### src/rtl/vdma_pkg.sv
package vdma_pkg;
    localparam int unsigned ADDR_W    = 16;
    localparam int unsigned DATA_W    = 8;
    localparam int unsigned BLK_BYTES = 16;
    localparam int unsigned BLK_SH    = $clog2(BLK_BYTES);
    localparam int unsigned CNT_W     = 7;
    localparam int unsigned MODE_BIT  = 7;
    localparam int unsigned LEN_W     = CNT_W + BLK_SH + 1;

    localparam logic [ADDR_W-1:0] VRAM_BASE = 16'h8000;
    localparam logic [ADDR_W-1:0] VRAM_SPAN = 16'h2000;
    localparam logic [ADDR_W-1:0] BLK_MASK  = ~ADDR_W'(BLK_BYTES - 1);
    localparam logic [ADDR_W-1:0] DST_MASK  = (VRAM_SPAN - 16'd1) & BLK_MASK;

    typedef struct packed {
        logic              valid;
        logic              go;
        logic              hb;
        logic [DATA_W-1:0] rdback;
        logic [LEN_W-1:0]  len;
        logic [ADDR_W-1:0] src;
        logic [ADDR_W-1:0] dst;
    } ctl_dec_t;

    typedef struct packed {
        logic              busy;
        logic              phase;
        logic [ADDR_W-1:0] src;
        logic [ADDR_W-1:0] dst;
        logic [LEN_W-1:0]  left;
    } mover_state_t;

    typedef struct packed {
        logic [DATA_W-1:0] ctl;
        logic              armed;
    } ctl_state_t;
endpackage

### src/rtl/vdma_ctl_decode.sv
module vdma_ctl_decode
    import vdma_pkg::*;
(
    input  logic [DATA_W-1:0] wdata_i,
    input  logic [7:0]        src_hi_i,
    input  logic [7:0]        src_lo_i,
    input  logic [7:0]        dst_hi_i,
    input  logic [7:0]        dst_lo_i,
    input  logic              hb_armed_i,
    input  logic [1:0]        vid_mode_i,
    input  logic              lcd_on_i,
    output ctl_dec_t          dec_o
);
    logic [CNT_W:0]      nblk;
    logic [ADDR_W-1:0]   src_m;
    logic [ADDR_W-1:0]   dst_m;
    logic                want_hb;

    always_comb begin
        want_hb = wdata_i[MODE_BIT];
        src_m   = {src_hi_i, src_lo_i} & BLK_MASK;
        dst_m   = ({dst_hi_i, dst_lo_i} & DST_MASK) | VRAM_BASE;
        nblk    = {1'b0, wdata_i[CNT_W-1:0]} + {{CNT_W{1'b0}}, 1'b1};

        dec_o.src   = src_m;
        dec_o.dst   = dst_m;
        dec_o.hb    = want_hb;
        dec_o.valid = !((src_m >= VRAM_BASE) && (src_m < VRAM_BASE + VRAM_SPAN));
        dec_o.len   = want_hb ? LEN_W'(BLK_BYTES) : (LEN_W'(nblk) << BLK_SH);
        dec_o.go    = dec_o.valid &&
                      ((!hb_armed_i && !want_hb) || (vid_mode_i == 2'd0));

        if (!dec_o.valid)
            dec_o.rdback = wdata_i | 8'h80;
        else if (!dec_o.go && want_hb && !lcd_on_i)
            dec_o.rdback = {1'b1, wdata_i[CNT_W-1:0] + 7'd1};
        else
            dec_o.rdback = {1'b0, wdata_i[CNT_W-1:0]};
    end
endmodule

### src/rtl/vdma_mover.sv
module vdma_mover
    import vdma_pkg::*;
(
    input  logic              clk,
    input  logic              rst_n,
    input  logic              start_i,
    input  logic [ADDR_W-1:0] src_i,
    input  logic [ADDR_W-1:0] dst_i,
    input  logic [LEN_W-1:0]  len_i,
    input  logic [DATA_W-1:0] rd_data_i,
    output logic              busy_o,
    output logic              rd_en_o,
    output logic [ADDR_W-1:0] rd_addr_o,
    output logic              wr_en_o,
    output logic [ADDR_W-1:0] wr_addr_o,
    output logic [DATA_W-1:0] wr_data_o,
    output logic              done_o,
    output logic [ADDR_W-1:0] end_src_o,
    output logic [ADDR_W-1:0] end_dst_o
);
    mover_state_t s_d, s_q;
    logic         last_byte;

    always_comb begin
        s_d       = s_q;
        last_byte = (s_q.left == LEN_W'(1));
        if (!s_q.busy) begin
            if (start_i) begin
                s_d.busy  = 1'b1;
                s_d.phase = 1'b0;
                s_d.src   = src_i;
                s_d.dst   = dst_i;
                s_d.left  = len_i;
            end
        end else if (!s_q.phase) begin
            s_d.phase = 1'b1;
        end else begin
            s_d.phase = 1'b0;
            s_d.src   = s_q.src + 16'd1;
            s_d.dst   = s_q.dst + 16'd1;
            s_d.left  = s_q.left - LEN_W'(1);
            if (last_byte)
                s_d.busy = 1'b0;
        end
    end

    always_ff @(posedge clk or negedge rst_n) begin
        if (!rst_n)
            s_q <= '0;
        else
            s_q <= s_d;
    end

    assign busy_o    = s_q.busy;
    assign rd_en_o   = s_q.busy && !s_q.phase;
    assign rd_addr_o = s_q.src;
    assign wr_en_o   = s_q.busy && s_q.phase;
    assign wr_addr_o = s_q.dst;
    assign wr_data_o = rd_data_i;
    assign done_o    = s_q.busy && s_q.phase && last_byte;
    assign end_src_o = s_q.src + 16'd1;
    assign end_dst_o = s_q.dst + 16'd1;
endmodule

### src/rtl/vram_dma_ctrl.sv
module vram_dma_ctrl
    import vdma_pkg::*;
(
    input  logic        clk,
    input  logic        rst_n,
    input  logic [7:0]  src_hi_i,
    input  logic [7:0]  src_lo_i,
    input  logic [7:0]  dst_hi_i,
    input  logic [7:0]  dst_lo_i,
    input  logic        ctl_we_i,
    input  logic [7:0]  ctl_wdata_i,
    input  logic [1:0]  vid_mode_i,
    input  logic        lcd_on_i,
    input  logic        hblank_pulse_i,
    output logic        rd_en_o,
    output logic [15:0] rd_addr_o,
    input  logic [7:0]  rd_data_i,
    output logic        wr_en_o,
    output logic [15:0] wr_addr_o,
    output logic [7:0]  wr_data_o,
    output logic        stall_o,
    output logic [7:0]  ctl_rdata_o,
    output logic        wb_en_o,
    output logic [15:0] wb_src_o,
    output logic [15:0] wb_dst_o
);
    ctl_state_t          t_d, t_q;
    ctl_dec_t            dec;
    logic                busy;
    logic                blk_done;
    logic                accept;
    logic                pulse_go;
    logic                start;
    logic [ADDR_W-1:0]   start_src;
    logic [ADDR_W-1:0]   start_dst;
    logic [LEN_W-1:0]    start_len;

    vdma_ctl_decode u_dec (
        .wdata_i    (ctl_wdata_i),
        .src_hi_i   (src_hi_i),
        .src_lo_i   (src_lo_i),
        .dst_hi_i   (dst_hi_i),
        .dst_lo_i   (dst_lo_i),
        .hb_armed_i (t_q.armed),
        .vid_mode_i (vid_mode_i),
        .lcd_on_i   (lcd_on_i),
        .dec_o      (dec)
    );

    always_comb begin
        accept    = ctl_we_i && !busy;
        pulse_go  = hblank_pulse_i && !busy && !ctl_we_i && t_q.armed;
        start     = (accept && dec.go) || pulse_go;
        start_src = dec.src;
        start_dst = dec.dst;
        start_len = accept ? dec.len : LEN_W'(BLK_BYTES);

        t_d = t_q;
        if (accept) begin
            t_d.ctl = dec.rdback;
            if (dec.valid)
                t_d.armed = dec.hb;
        end else if (blk_done) begin
            if (t_q.armed) begin
                t_d.ctl = t_q.ctl - 8'd1;
                if (t_q.ctl == 8'h00)
                    t_d.armed = 1'b0;
            end else begin
                t_d.ctl = 8'hFF;
            end
        end
    end

    always_ff @(posedge clk or negedge rst_n) begin
        if (!rst_n) begin
            t_q.ctl   <= 8'hFF;
            t_q.armed <= 1'b0;
        end else begin
            t_q <= t_d;
        end
    end

    vdma_mover u_mover (
        .clk       (clk),
        .rst_n     (rst_n),
        .start_i   (start),
        .src_i     (start_src),
        .dst_i     (start_dst),
        .len_i     (start_len),
        .rd_data_i (rd_data_i),
        .busy_o    (busy),
        .rd_en_o   (rd_en_o),
        .rd_addr_o (rd_addr_o),
        .wr_en_o   (wr_en_o),
        .wr_addr_o (wr_addr_o),
        .wr_data_o (wr_data_o),
        .done_o    (blk_done),
        .end_src_o (wb_src_o),
        .end_dst_o (wb_dst_o)
    );

    assign stall_o     = busy;
    assign ctl_rdata_o = t_q.ctl;
    assign wb_en_o     = blk_done;
endmodule

### config.mk
export PLATFORM = sky130hd
export DESIGN_NAME = vram_dma_ctrl
export DESIGN_NICKNAME = d
export VERILOG_FILES = /design/src/rtl/vdma_pkg.sv /design/src/rtl/vdma_ctl_decode.sv /design/src/rtl/vdma_mover.sv /design/src/rtl/vram_dma_ctrl.sv
export SDC_FILE = /design/constraint.sdc
export NUM_CORES = 1
export LEC_CHECK = 0
export BUFFER_PORTS_ARGS = -buffer_cell sky130_fd_sc_hd__clkbuf_2
export CAP_MARGIN = 15
export CORE_MARGIN = 2
export CORE_UTILIZATION = 35
export CTS_BUF_LIST = sky130_fd_sc_hd__clkbuf_8
export CTS_CLUSTER_SIZE = 24
export DETAILED_ROUTE_END_ITERATION = 10
export GPL_TIMING_DRIVEN = 0
export RECOVER_POWER = 50
export SYNTH_ARGS = -nofsm -noshare
export SYNTH_HDL_FRONTEND = slang
export SYNTH_HIERARCHICAL = 1
export SYNTH_SLANG_ARGS = --single-unit
export TNS_END_PERCENT = 5
### constraint.sdc
create_clock -name clk -period 3.9 [get_ports clk]
set_clock_uncertainty 0.05 [all_clocks]
set_input_delay 0.39 -clock clk [delete_from_list [all_inputs] [get_ports clk]]
set_output_delay 0.39 -clock clk [all_outputs]
set_load 0.05 [all_outputs]
# Word level (Yosys, flattened, before mapping)
# Cells that the tools add are included.
[word_totals] register_bits=55
[op_classes] n_addsub=6 order_cmp=2 n_eq_ne=3 mux=16 n_reduce_logical=29
[ops] op="$mux 46" n=2
[ops] op="$mux 44" n=1
[ops] op="$add 16x1->16 const B" n=2
[ops] op="$mux 12" n=2
[ops] op="$mux 8" n=3
[ops] op="$mux 9" n=2
[ops] op="$ge 16x16->1 const B" n=1
[ops] op="$lt 16x16->1 const B" n=1
[ops] op="$logic_and 1x1->1" n=13
[ops] op="$eq 12x1->1 const B" n=1
[ops] op="$sub 12x1->12 const B" n=1
[ops] op="$add 7x1->8 const B" n=1
[ops] op="$logic_not 1->1" n=8
[ops] op="$logic_not 8->1" n=1
[ops] op="$sub 8x1->8 const B" n=1
[ops] op="$add 7x1->7 const B" n=1
[ops] op="$mux 1" n=6
[ops] op="$ne 2x2->1 const B" n=2
[ops] op="$reduce_and 2->1" n=2
[ops] op="$reduce_bool 2->1" n=2
[ops] op="$logic_not 2->1" n=1
[ops] op="$logic_or 1x1->1" n=2

# Depth between registers and ports, before layout
# Gate-level depths: netlist of run 1.
[depth] ltp_word=10 mapped_depth=12

# By module
# Netlist of run 1, hierarchy kept.
[modules_own_cells] mod="vdma_mover" n_inst=1 cells_each=399 area_per_inst_um2=3375.7 seq_area_each_um2=1151.1
[modules_own_cells] mod="vram_dma_ctrl" n_inst=1 cells_each=97 area_per_inst_um2=787.0 seq_area_each_um2=235.2
[modules_own_cells] mod="vdma_ctl_decode" n_inst=1 cells_each=78 area_per_inst_um2=568.0 seq_area_each_um2=0.0

# Least setup slack after synthesis of run 1
# No wires, ideal clock.
[synth_path] path_kind="register to register" startpoint="register u_mover.s_q (netlist bit u_mover/busy_o)" endpoint="register t_q (netlist bit ctl_rdata_o[7])" setup_ps=61 arrival_time_ps=4096 t_required_ps=3789 slack_ps=-307 path_stages_with_launch=11 path_buffers=3 period_less_slack_ps=4207 cell_sequence="dfrtp_1 buf_2 nand2_1 inv_1 buf_4 nand4b_1 nor4_1 buf_2 nor3_1 a21oi_1 o31a_1"
[synth_via] elab_chain_len=3
[synth_lines] element="start: declaration" line="vdma_mover.sv:21" source="mover_state_t s_d, s_q;"
[synth_lines] element="start signal: assignment" line="vdma_mover.sv:49" source="s_q <= '0;"
[synth_lines] element="start signal: assignment" line="vdma_mover.sv:51" source="s_q <= s_d;"
[synth_lines] element="$logic_and 1x1->1 (2 in series)" line="vdma_mover.sv:60" source="assign done_o = s_q.busy && s_q.phase && last_byte;"
[synth_lines] element="net wb_en_o" line="vram_dma_ctrl.sv:23" source="output logic wb_en_o,"
[synth_lines] element="$reduce_bool 2->1 (no line)"
[synth_lines] element="end signal: assignment" line="vram_dma_ctrl.sv:79" source="t_q <= t_d;"
[synth_lines] element="end: declaration" line="vram_dma_ctrl.sv:27" source="ctl_state_t t_d, t_q;"
# The timed path passes the listed nets, and every way through them passes these cells.
# A chain may end at the register's enable or synchronous reset.

# Worst setup path after layout of run 1
[layout_path] startpoint="register u_mover.s_q (netlist bit u_mover/busy_o)" endpoint="output port wb_en_o"
[layout_via] elab_chain_len=2
[layout_lines] element="$logic_and 1x1->1 (2 in series)" line="vdma_mover.sv:60"
[layout_lines] element="end: declaration" line="vram_dma_ctrl.sv:23"
# Every way passes these cells.

==> results of run 1 <==
-- kinds of logic after synthesis --
kind of cell / Yosys count
mux: 6
compound gates: 111
xor+xnor: 44
other cells: 2
simple gates: 219
fa+ha+maj: 7
buf+inv: 130
flops: 55
-- worst max-delay path, cell delays in order (launching register included) --
cell      delay [ns]
dfrtp_1         0.49
buf_2           0.25
nand2_1         0.16
inv_1           0.20
buf_4           0.24
nand4b_1        0.14
nor4_2          0.83
clkbuf_2        0.43
-- power groups by stage --
stage | combinational [mW] | clock [mW] | sequential [mW]
detailed placement | 3.81 | 0 | 1.23
finish | 3.77 | 0.410 | 1.22
floorplan | 3.06 | 0 | 1.14
global placement | 3.76 | 0 | 1.21
global route | 4.03 | 0.440 | 1.27
CTS | 3.82 | 0.420 | 1.22
-- final cells by class --
class | instances | share of cell area (%)
inverters | 12 | 0.8095
well taps | 176 | 3.958
multi-input cells | 402 | 46.05
flip-flops and latches | 55 | 24.92
clock inverters | 3 | 0.7646
plain buffers | 118 | 14.23
repair buffers | 100 | 8.028
clock buffers | 5 | 1.237
-- per-stage QoR --
| step | std cells | power [mW] | util (%) | hold slack, ns |
|---|---|---|---|---|
| 3_5_place_dp | 863 | 5.041 | 41.60 | 0.4617 |
| 6_report | 871 | 5.399 | 42.02 | 0.2153 |
| 3_3_place_gp | 863 | 4.974 | 41.58 | 0.4518 |
| 4_1_cts | 871 | 5.456 | 42.44 | 0.1475 |
| 5_1_grt | 871 | 5.735 | 42.02 | 0.2202 |
| 2_1_floorplan | 587 | 4.200 | - | 0.04441 |
-- path summary, 6_finish.rpt --
path	from	end	slack, ns	depth (start not counted)
max	u_mover/busy_o	wb_en_o	0.40	7
min	src_lo_i[6]	u_mover/rd_addr_o[6]	0.22	3
max reg2reg	u_mover/busy_o	t_q[0]	0.74	10
min reg2reg	u_mover/s_q[9]	u_mover/s_q[9]	0.49	1
max in group asynchronous	rst_n	u_mover/rd_addr_o[15]	0.90	1
min in group asynchronous	rst_n	u_mover/wr_addr_o[6]	1.08	1
-- registers in the layout (all words and copies together), names as in the netlist --
signal / flops
u_mover/busy_o: 1
t_q: 1
u_mover/rd_addr_o: 16
u_mover/s_q: 13
ctl_rdata_o: 8
u_mover/wr_addr_o: 16
-- metal layers --
layer | vias to the layer above | global-route usage (%)
met5 | - | 0
met4 | 0 | 5.233
met3 | 12 | 2.689
met2 | 158 | 30.68
met1 | 2090 | 24.73
li1 | 2148 | -
-- cell usage in the layout (no fill, tap or decap), types with 7 or more instances in the layout --
master	synthesis	routed
dfstp_2	8	8
nand4_1	8	8
clkbuf_2	1	58
nand3_1	24	24
xnor2_1	25	25
conb_1	2	15
o21ai_1	8	8
clkbuf_1	20	63
a21oi_1	23	23
nor3_1	11	11
o22ai_1	7	7
buf_4	86	86
ha_1	7	7
o21ai_0	15	15
nor2_1	49	49
and2_1	12	12
and3_1	12	12
xor2_1	19	19
nand2_1	59	59
buf_2	8	8
dfrtp_1	47	47
o211ai_1	10	10
inv_1	12	13
==> results.toml, run 1 <==
[timing]
drv_slew = 56
fin_crit_ns = 3.496
relSlewSlack_pct = -115.7
clock.fmax_mhz = 286.1
grt_setup_unrepaired = "false"
worst_pin_slew_ns = 3.235
fin_tns_setup_ns = 0
hold_viol_final = 0
setup_slack_ns = 0.4043
fin_crit_sh_pct = 89.63
setup_viol = 0

[worst_hold_path]
hold_path_class = "in -> reg"

[floorplan]
fp.dieH_um = 120.3
row_count = 42
dieArea_um2 = 14460
core_area_um2 = 13240
die-width_um = 120.3
boundaryPins = 139
start_util_pct = 35.72

[yosys]
synth_area_per_cell_um2 = 8.242
post-synth-top-count-cell = "buf_4"
synth-adder-area-share_pct = 1.851
synthArstFlopShare_pct = 100.0
yosys.area_share.simple_pct = 25.07
ys_seq_elements = 55
syn_area_um2 = 4731
synth_top_cell_area_share_pct = 24.86
synth_compound_area_share_pct = 16.32
synth-edff-count = 0
yosysUniqueCellTypes = 73
yosysTopAreaCell = "dfrtp_1"
synth_commonest_cells = "86 x buf_4, 59 x nand2_1, 49 x nor2_1"
synthFlopType = "dfrtp_1"
synth_warnings = 6
ys_seq_area_share_pct = 29.30
synth-xor-area-share_pct = 8.146
synthTopCellsByArea = "dfrtp_1 25%, buf_4 14%, nand2_1 4.7%, xnor2_1 4.6%, dfstp_2 4.4%"
synthCells = 574
synth_mux_area_share_pct = 1.455
synth_top_family_by_area = "simple AND/OR/NAND/NOR gates"

[clock_network]
numClockSinks = 55
postCtsHoldBufs = 0
clk_pin_slew_ns = 0.12
numCtsBuffers = 5
clk_latency_ns = 0.33
htreeDepth = 2
cts_resized = 0
clockBufferDepth = 2
cts_tree = "yes"
cts_root_buffer = "clkbuf_8"
post_cts_buffers = 0

[finish]
ff_latch_area_um2 = 1386
fillers = 1428
antennaDiodeCount = 0
area_growth_pct = 17.61
drive_gt1_share_pct = 27.48
multiInputGateArea_um2 = 2562
nets = 756
final_area_um2 = 5564

[drt]
drtAntennaViolNets = 0
wl_met2_um = 6319
vias = 4408
met1_length_um = 5918
first_iter_violations = 248
wirelength_um = 13300
wl_met3_um = 875
first_pass_iters = 5
wire_per_inst_um = 15.27
route.detailed.drc = 0
top_layer = "met4"
viasPerCell = 5.061

[run_status]
violations = "max-capacitance violations, max-slew violations"
outcome = "finished with violations"

[global_route]
first_global_vias = 4219
grt_overflow = 0
gr-usage-all-layers_pct = 18.36
antenna_found_initial = 0
grt_start_max_net_pins = 56
grt_first_pass_wirelength_um = 21450

[power_and_ir_drop]
leakage_nw = 2.404
vdd_drop_max_mv = 0.3400
cellPowerDensity_nw_per_um2 = 970.3
power_frac_seq_pct = 22.6
swShare_pct = 60.17
p_comb_share_pct = 69.8
switching_power_mw = 3.248
power_frac_clock_pct = 7.6
intPower_mw = 2.150

[worst_setup_path]
worstSetupPathType = "reg -> out"
crit_fanout = 10
start_kind = "flip-flop"
cp-end-kind = "primary output"
arrival_ns = 3.06
crit_required_ns = 3.46

[placement]
post-place-ws_ns = 0.7628
place.gp.congestion = 0.8655
dpl_cell_area_um2 = 5509
place_hpwl_um = 9954
port_buffers = 100

[flow_run]
cap_violations = 1
(Power assumes the default switching activity.)
==> inputs of run 2 (changes only) <==
--- a/config.mk
+++ b/config.mk
@@ -13,7 +13,6 @@
 export CTS_CLUSTER_SIZE = 24
 export DETAILED_ROUTE_END_ITERATION = 10
 export GPL_TIMING_DRIVEN = 0
-export RECOVER_POWER = 50
 export SYNTH_ARGS = -nofsm -noshare
 export SYNTH_HDL_FRONTEND = slang
 export SYNTH_HIERARCHICAL = 1
==> run 2 against run 1 <==
  * The run now ends clean
  * Power increased by 0.80%
  * Sequential power about the same
  * Global-route usage unchanged
  * Via count decreased by 0.20%
  * Setup slack got worse by 0.013 ns
  * Critical path type unchanged
  * Largest cell class unchanged
  * Largest power group unchanged
  * Highest routed layer unchanged
==> results.toml, run 2 (same netlist as run 1, synthesis figures left out) <==
[drt]
route.detailed.drc = 0
viasPerCell = 5.051
first_pass_iters = 4
wirelength_um = 13330
first_iter_violations = 228
vias = 4399
wire_per_inst_um = 15.30
drtAntennaViolNets = 0

[worst_setup_path]
arrival_ns = 3.07
worstSetupPathType = "reg -> out"
crit_chain = "buf_2, nand2_1, inv_1, buf_4, nand4b_1, nor4_2, clkbuf_2"
worst_path_largest_cell_delay_ns = 0.83
r2r-start = "u_mover/busy_o"
r2r_slack_ns = 0.73
crit_fanout = 10
cp-end-kind = "primary output"
crit_slowest_cell = "nor4_2"
reg2reg_to = "t_q[0]"
crit_required_ns = 3.46
worstRegToRegCells = 10
start_kind = "flip-flop"

[flow_run]
cap_violations = 0

[clock_network]
clk_latency_ns = 0.33
numClockSinks = 55
numCtsBuffers = 5
post_cts_buffers = 0
cts_resized = 0
clk_pin_slew_ns = 0.11
clockBufferDepth = 2
postCtsHoldBufs = 0
cts_tree = "yes"
htreeDepth = 2
cts_root_buffer = "clkbuf_8"

[finish]
final_core_util_pct = 42.44
final_area_um2 = 5620
drive_gt1_share_pct = 33.67
layout_common_cells = "100 x clkbuf_2, 86 x buf_4, 59 x nand2_1, 49 x nor2_1, 47 x dfrtp_1"
nets = 756
instances_no_fill = 871
antennaDiodeCount = 0
final_common_cell = "clkbuf_2"
area_growth_pct = 18.80

[global_route]
grt_start_max_net_pins = 56
first_global_vias = 4219
grt_overflow = 0
grt_first_pass_wirelength_um = 21450
antenna_found_initial = 0
gr-usage-all-layers_pct = 18.36

[timing]
grt_setup_unrepaired = "false"
hold_viol_final = 0
clock.fmax_mhz = 285.0
setup_viol = 0
drv_slew = 0
setup_slack_ns = 0.3909
holdWs_ns = 0.1327
relSlewSlack_pct = 27.43
fin_tns_setup_ns = 0
fin_crit_ns = 3.509
worst_pin_slew_ns = 1.080
fin_crit_sh_pct = 89.98

[worst_hold_path]
hold_path_class = "in -> async"

[placement]
place_hpwl_um = 9954
dpl_cell_area_um2 = 5509
post-place-ws_ns = 0.7628
placed_cells = 863
place.gp.congestion = 0.8655
port_buffers = 100

[power_and_ir_drop]
vdd_drop_max_mv = 0.3402
p_total_mw = 5.442
leakage_nw = 2.528
cellPowerDensity_nw_per_um2 = 968.2

[floorplan]
dieArea_um2 = 14460
die-width_um = 120.3
boundaryPins = 139
start_util_pct = 35.72
fp.dieH_um = 120.3
core_area_um2 = 13240
row_count = 42

[run_status]
outcome = "complete, no violations"
run 2: cell types whose count changed in the layout (fill, tap and decap cells not counted):
cell      previous run  this run
clkbuf_1            63        20
clkbuf_2            58       100
clkbuf_4             0         1
run 2: worst max-delay path, delay by kind of cell, from the launching register on:
| kind | cells | cell delay (ns) |
|---|---|---|
| buffers and inverters | 4 | 1.13 |
| and+or+nand+nor | 3 | 1.13 |
| DFF | 1 | 0.49 |
run 2: worst max path at each step:
stage / cells after the start / end / startpoint
2_1_floorplan: 10 / t_q[0] / u_mover/busy_o
3_3_place_gp: 10 / t_q[0] / u_mover/busy_o
3_5_place_dp: 10 / t_q[0] / u_mover/busy_o
4_1_cts: 7 / wb_en_o / u_mover/busy_o
5_1_grt: 7 / wb_en_o / u_mover/busy_o
6_report: 7 / wb_en_o / u_mover/busy_o
run 2: per-layer routing:
layer | track usage, % | routed length [um] | vias to the layer above
met5 | 0 | 0 | -
met4 | 5.233 | 167 | 0
met3 | 2.689 | 763 | 12
met2 | 30.68 | 6364 | 145
met1 | 24.73 | 6034 | 2098
li1 | - | - | 2144
run 2: power breakdown:
part           total (mW)  leakage [nW]  switching [mW]  internal (mW)
Clock               0.407        0.0599           0.215          0.192
Combinational        3.81          1.86            2.65           1.16
Sequential           1.22         0.607           0.381          0.842
run 2: area by class of cell:
| cell class | instances | area, um^2 |
|---|---|---|
| Fill cell | 1409 | 7622 |
| Multi-Input combinational cell | 402 | 2562 |
| Sequential cell | 55 | 1386 |
| Buffer | 118 | 792.0 |
| Timing Repair Buffer | 100 | 503.0 |
| Tap cell | 176 | 220.2 |
| Clock buffer | 5 | 68.82 |
| Inverter | 12 | 45.04 |
| Clock inverter | 3 | 42.54 |
==> inputs of run 3 (changes only) <==
--- a/config.mk
+++ b/config.mk
@@ -7,6 +7,7 @@
 export LEC_CHECK = 0
 export BUFFER_PORTS_ARGS = -buffer_cell sky130_fd_sc_hd__clkbuf_2
 export CAP_MARGIN = 15
+export CORE_ASPECT_RATIO = 2
 export CORE_MARGIN = 2
 export CORE_UTILIZATION = 35
 export CTS_BUF_LIST = sky130_fd_sc_hd__clkbuf_8
==> run 3 against run 2 <==
  * Power shrank 0.38%
  * Global-route usage grew 1.2 points
  * Critical path type unchanged
  * Flip-flop and latch count is the same
==> results.toml, run 3 (same netlist as run 1, synthesis figures left out) <==
[run_status]
outcome = "complete, no violations"

[placement]
place_hpwl_um = 10990
port_buffers = 100
placed_cells = 842
place.gp.congestion = 0.8562

[timing]
relSlewSlack_pct = 36.60
worst_pin_slew_ns = 0.9432
fin_tns_setup_ns = 0
grt_setup_unrepaired = "false"
fin_crit_ns = 3.391
drv_slew = 0
setup_viol = 0
clock.fmax_mhz = 294.9
fin_crit_sh_pct = 86.95
hold_viol_final = 0

[global_route]
grt_start_max_net_pins = 56
grt_overflow = 0
gr-usage-all-layers_pct = 19.54
antenna_found_initial = 0
first_global_vias = 4498
grt_first_pass_wirelength_um = 22350

[finish]
final_common_cell = "clkbuf_2"
fillers = 1394
layout_common_cells = "100 x clkbuf_2, 86 x buf_4, 59 x nand2_1, 49 x nor2_1, 47 x dfrtp_1"
multiInputGateArea_um2 = 2562
area_growth_pct = 17.91
final_core_util_pct = 41.74
instances_no_fill = 850
drive_gt1_share_pct = 33.67
nets = 756
antennaDiodeCount = 0
ff_latch_area_um2 = 1386

[worst_setup_path]
cp-end-kind = "primary output"
start_kind = "flip-flop"
crit_chain = "buf_2, nand2_1, inv_1, buf_4, nand4b_1, nor4_2, clkbuf_2"
crit_family = "buffers and inverters"
reg2reg_to = "t_q[0]"
arrival_ns = 2.95
crit_fanout = 10
crit_slowest_cell = "nor4_2"
worst_path_largest_cell_delay_ns = 0.73
r2r_slack_ns = 0.86
r2r-start = "u_mover/busy_o"
worstSetupPathType = "reg -> out"
worstRegToRegCells = 10
worst-path-buf-inv = 4
crit_required_ns = 3.46

[worst_hold_path]
hold_path_class = "in -> async"

[drt]
route.detailed.drc = 0
wirelength_um = 14220
vias = 4496
wire_per_inst_um = 16.73
first_pass_iters = 5
viasPerCell = 5.289
first_iter_violations = 284
drtAntennaViolNets = 0

[power_and_ir_drop]
leakage_nw = 2.520
p_total_mw = 5.421
vdd_drop_max_mv = 0.4213
cellPowerDensity_nw_per_um2 = 971.9

[clock_network]
cts_resized = 0
clockBufferDepth = 2
cts_tree = "yes"
numCtsBuffers = 5
clk_latency_ns = 0.33
cts_root_buffer = "clkbuf_8"
post_cts_buffers = 0
numClockSinks = 55
htreeDepth = 2
postCtsHoldBufs = 0
clk_pin_slew_ns = 0.11

[flow_run]
cap_violations = 0

[floorplan]
fp.dieH_um = 168.4
row_count = 60
die-width_um = 86.21
core_area_um2 = 13360
start_util_pct = 35.40
boundaryPins = 139
dieArea_um2 = 14520
-- run 3: worst max-delay path by stage --
stage	start	end	slack [ns]	cells after the start
2_1_floorplan	u_mover/busy_o	t_q[0]	0.54	10
3_3_place_gp	src_hi_i[5]	u_mover/wr_addr_o[2]	0.82	12
3_5_place_dp	src_hi_i[5]	u_mover/wr_addr_o[2]	0.80	12
4_1_cts	u_mover/busy_o	wb_en_o	0.55	7
5_1_grt	u_mover/busy_o	wb_en_o	0.31	7
6_report	u_mover/busy_o	wb_en_o	0.51	7
-- run 3: final cells by class --
class | count | share of cell area (%)
clock buffers | 6 | 1.480
inverters | 12 | 0.8075
plain buffers | 118 | 14.20
repair buffers | 100 | 9.017
clock inverters | 2 | 0.2243
multi-input cells | 402 | 45.94
flip-flops and latches | 55 | 24.85
well taps | 155 | 3.477
-- run 3: power by group --
group | internal (mW) | leakage (nW) | switching [mW] | total (mW)
combinational | 1.16 | 1.86 | 2.67 | 3.83
sequential | 0.842 | 0.607 | 0.396 | 1.24
clock | 0.144 | 0.0526 | 0.213 | 0.357
-- run 3: per-layer routing --
metal / part of all wire [%] / vias up / track usage [%]
met5: 0 / - / 0
met4: 3.1 / 0 / 9.307
met3: 4.5 / 26 / 1.961
met2: 57 / 166 / 38.42
met1: 35 / 2158 / 19.62
li1: - / 2146 / -
-- run 3: per-stage QoR --
stage	worst slack, ns	area (um^2)	hold slack (ns)
5_1_grt	0.3091	5578	0.1828
4_1_cts	0.5483	5578	0.1567
2_1_floorplan	0.5375	4786	0.04441
3_3_place_gp	0.8170	5480	0.4501
6_report	0.5091	5578	0.1195
3_5_place_dp	0.7986	5483	0.4744
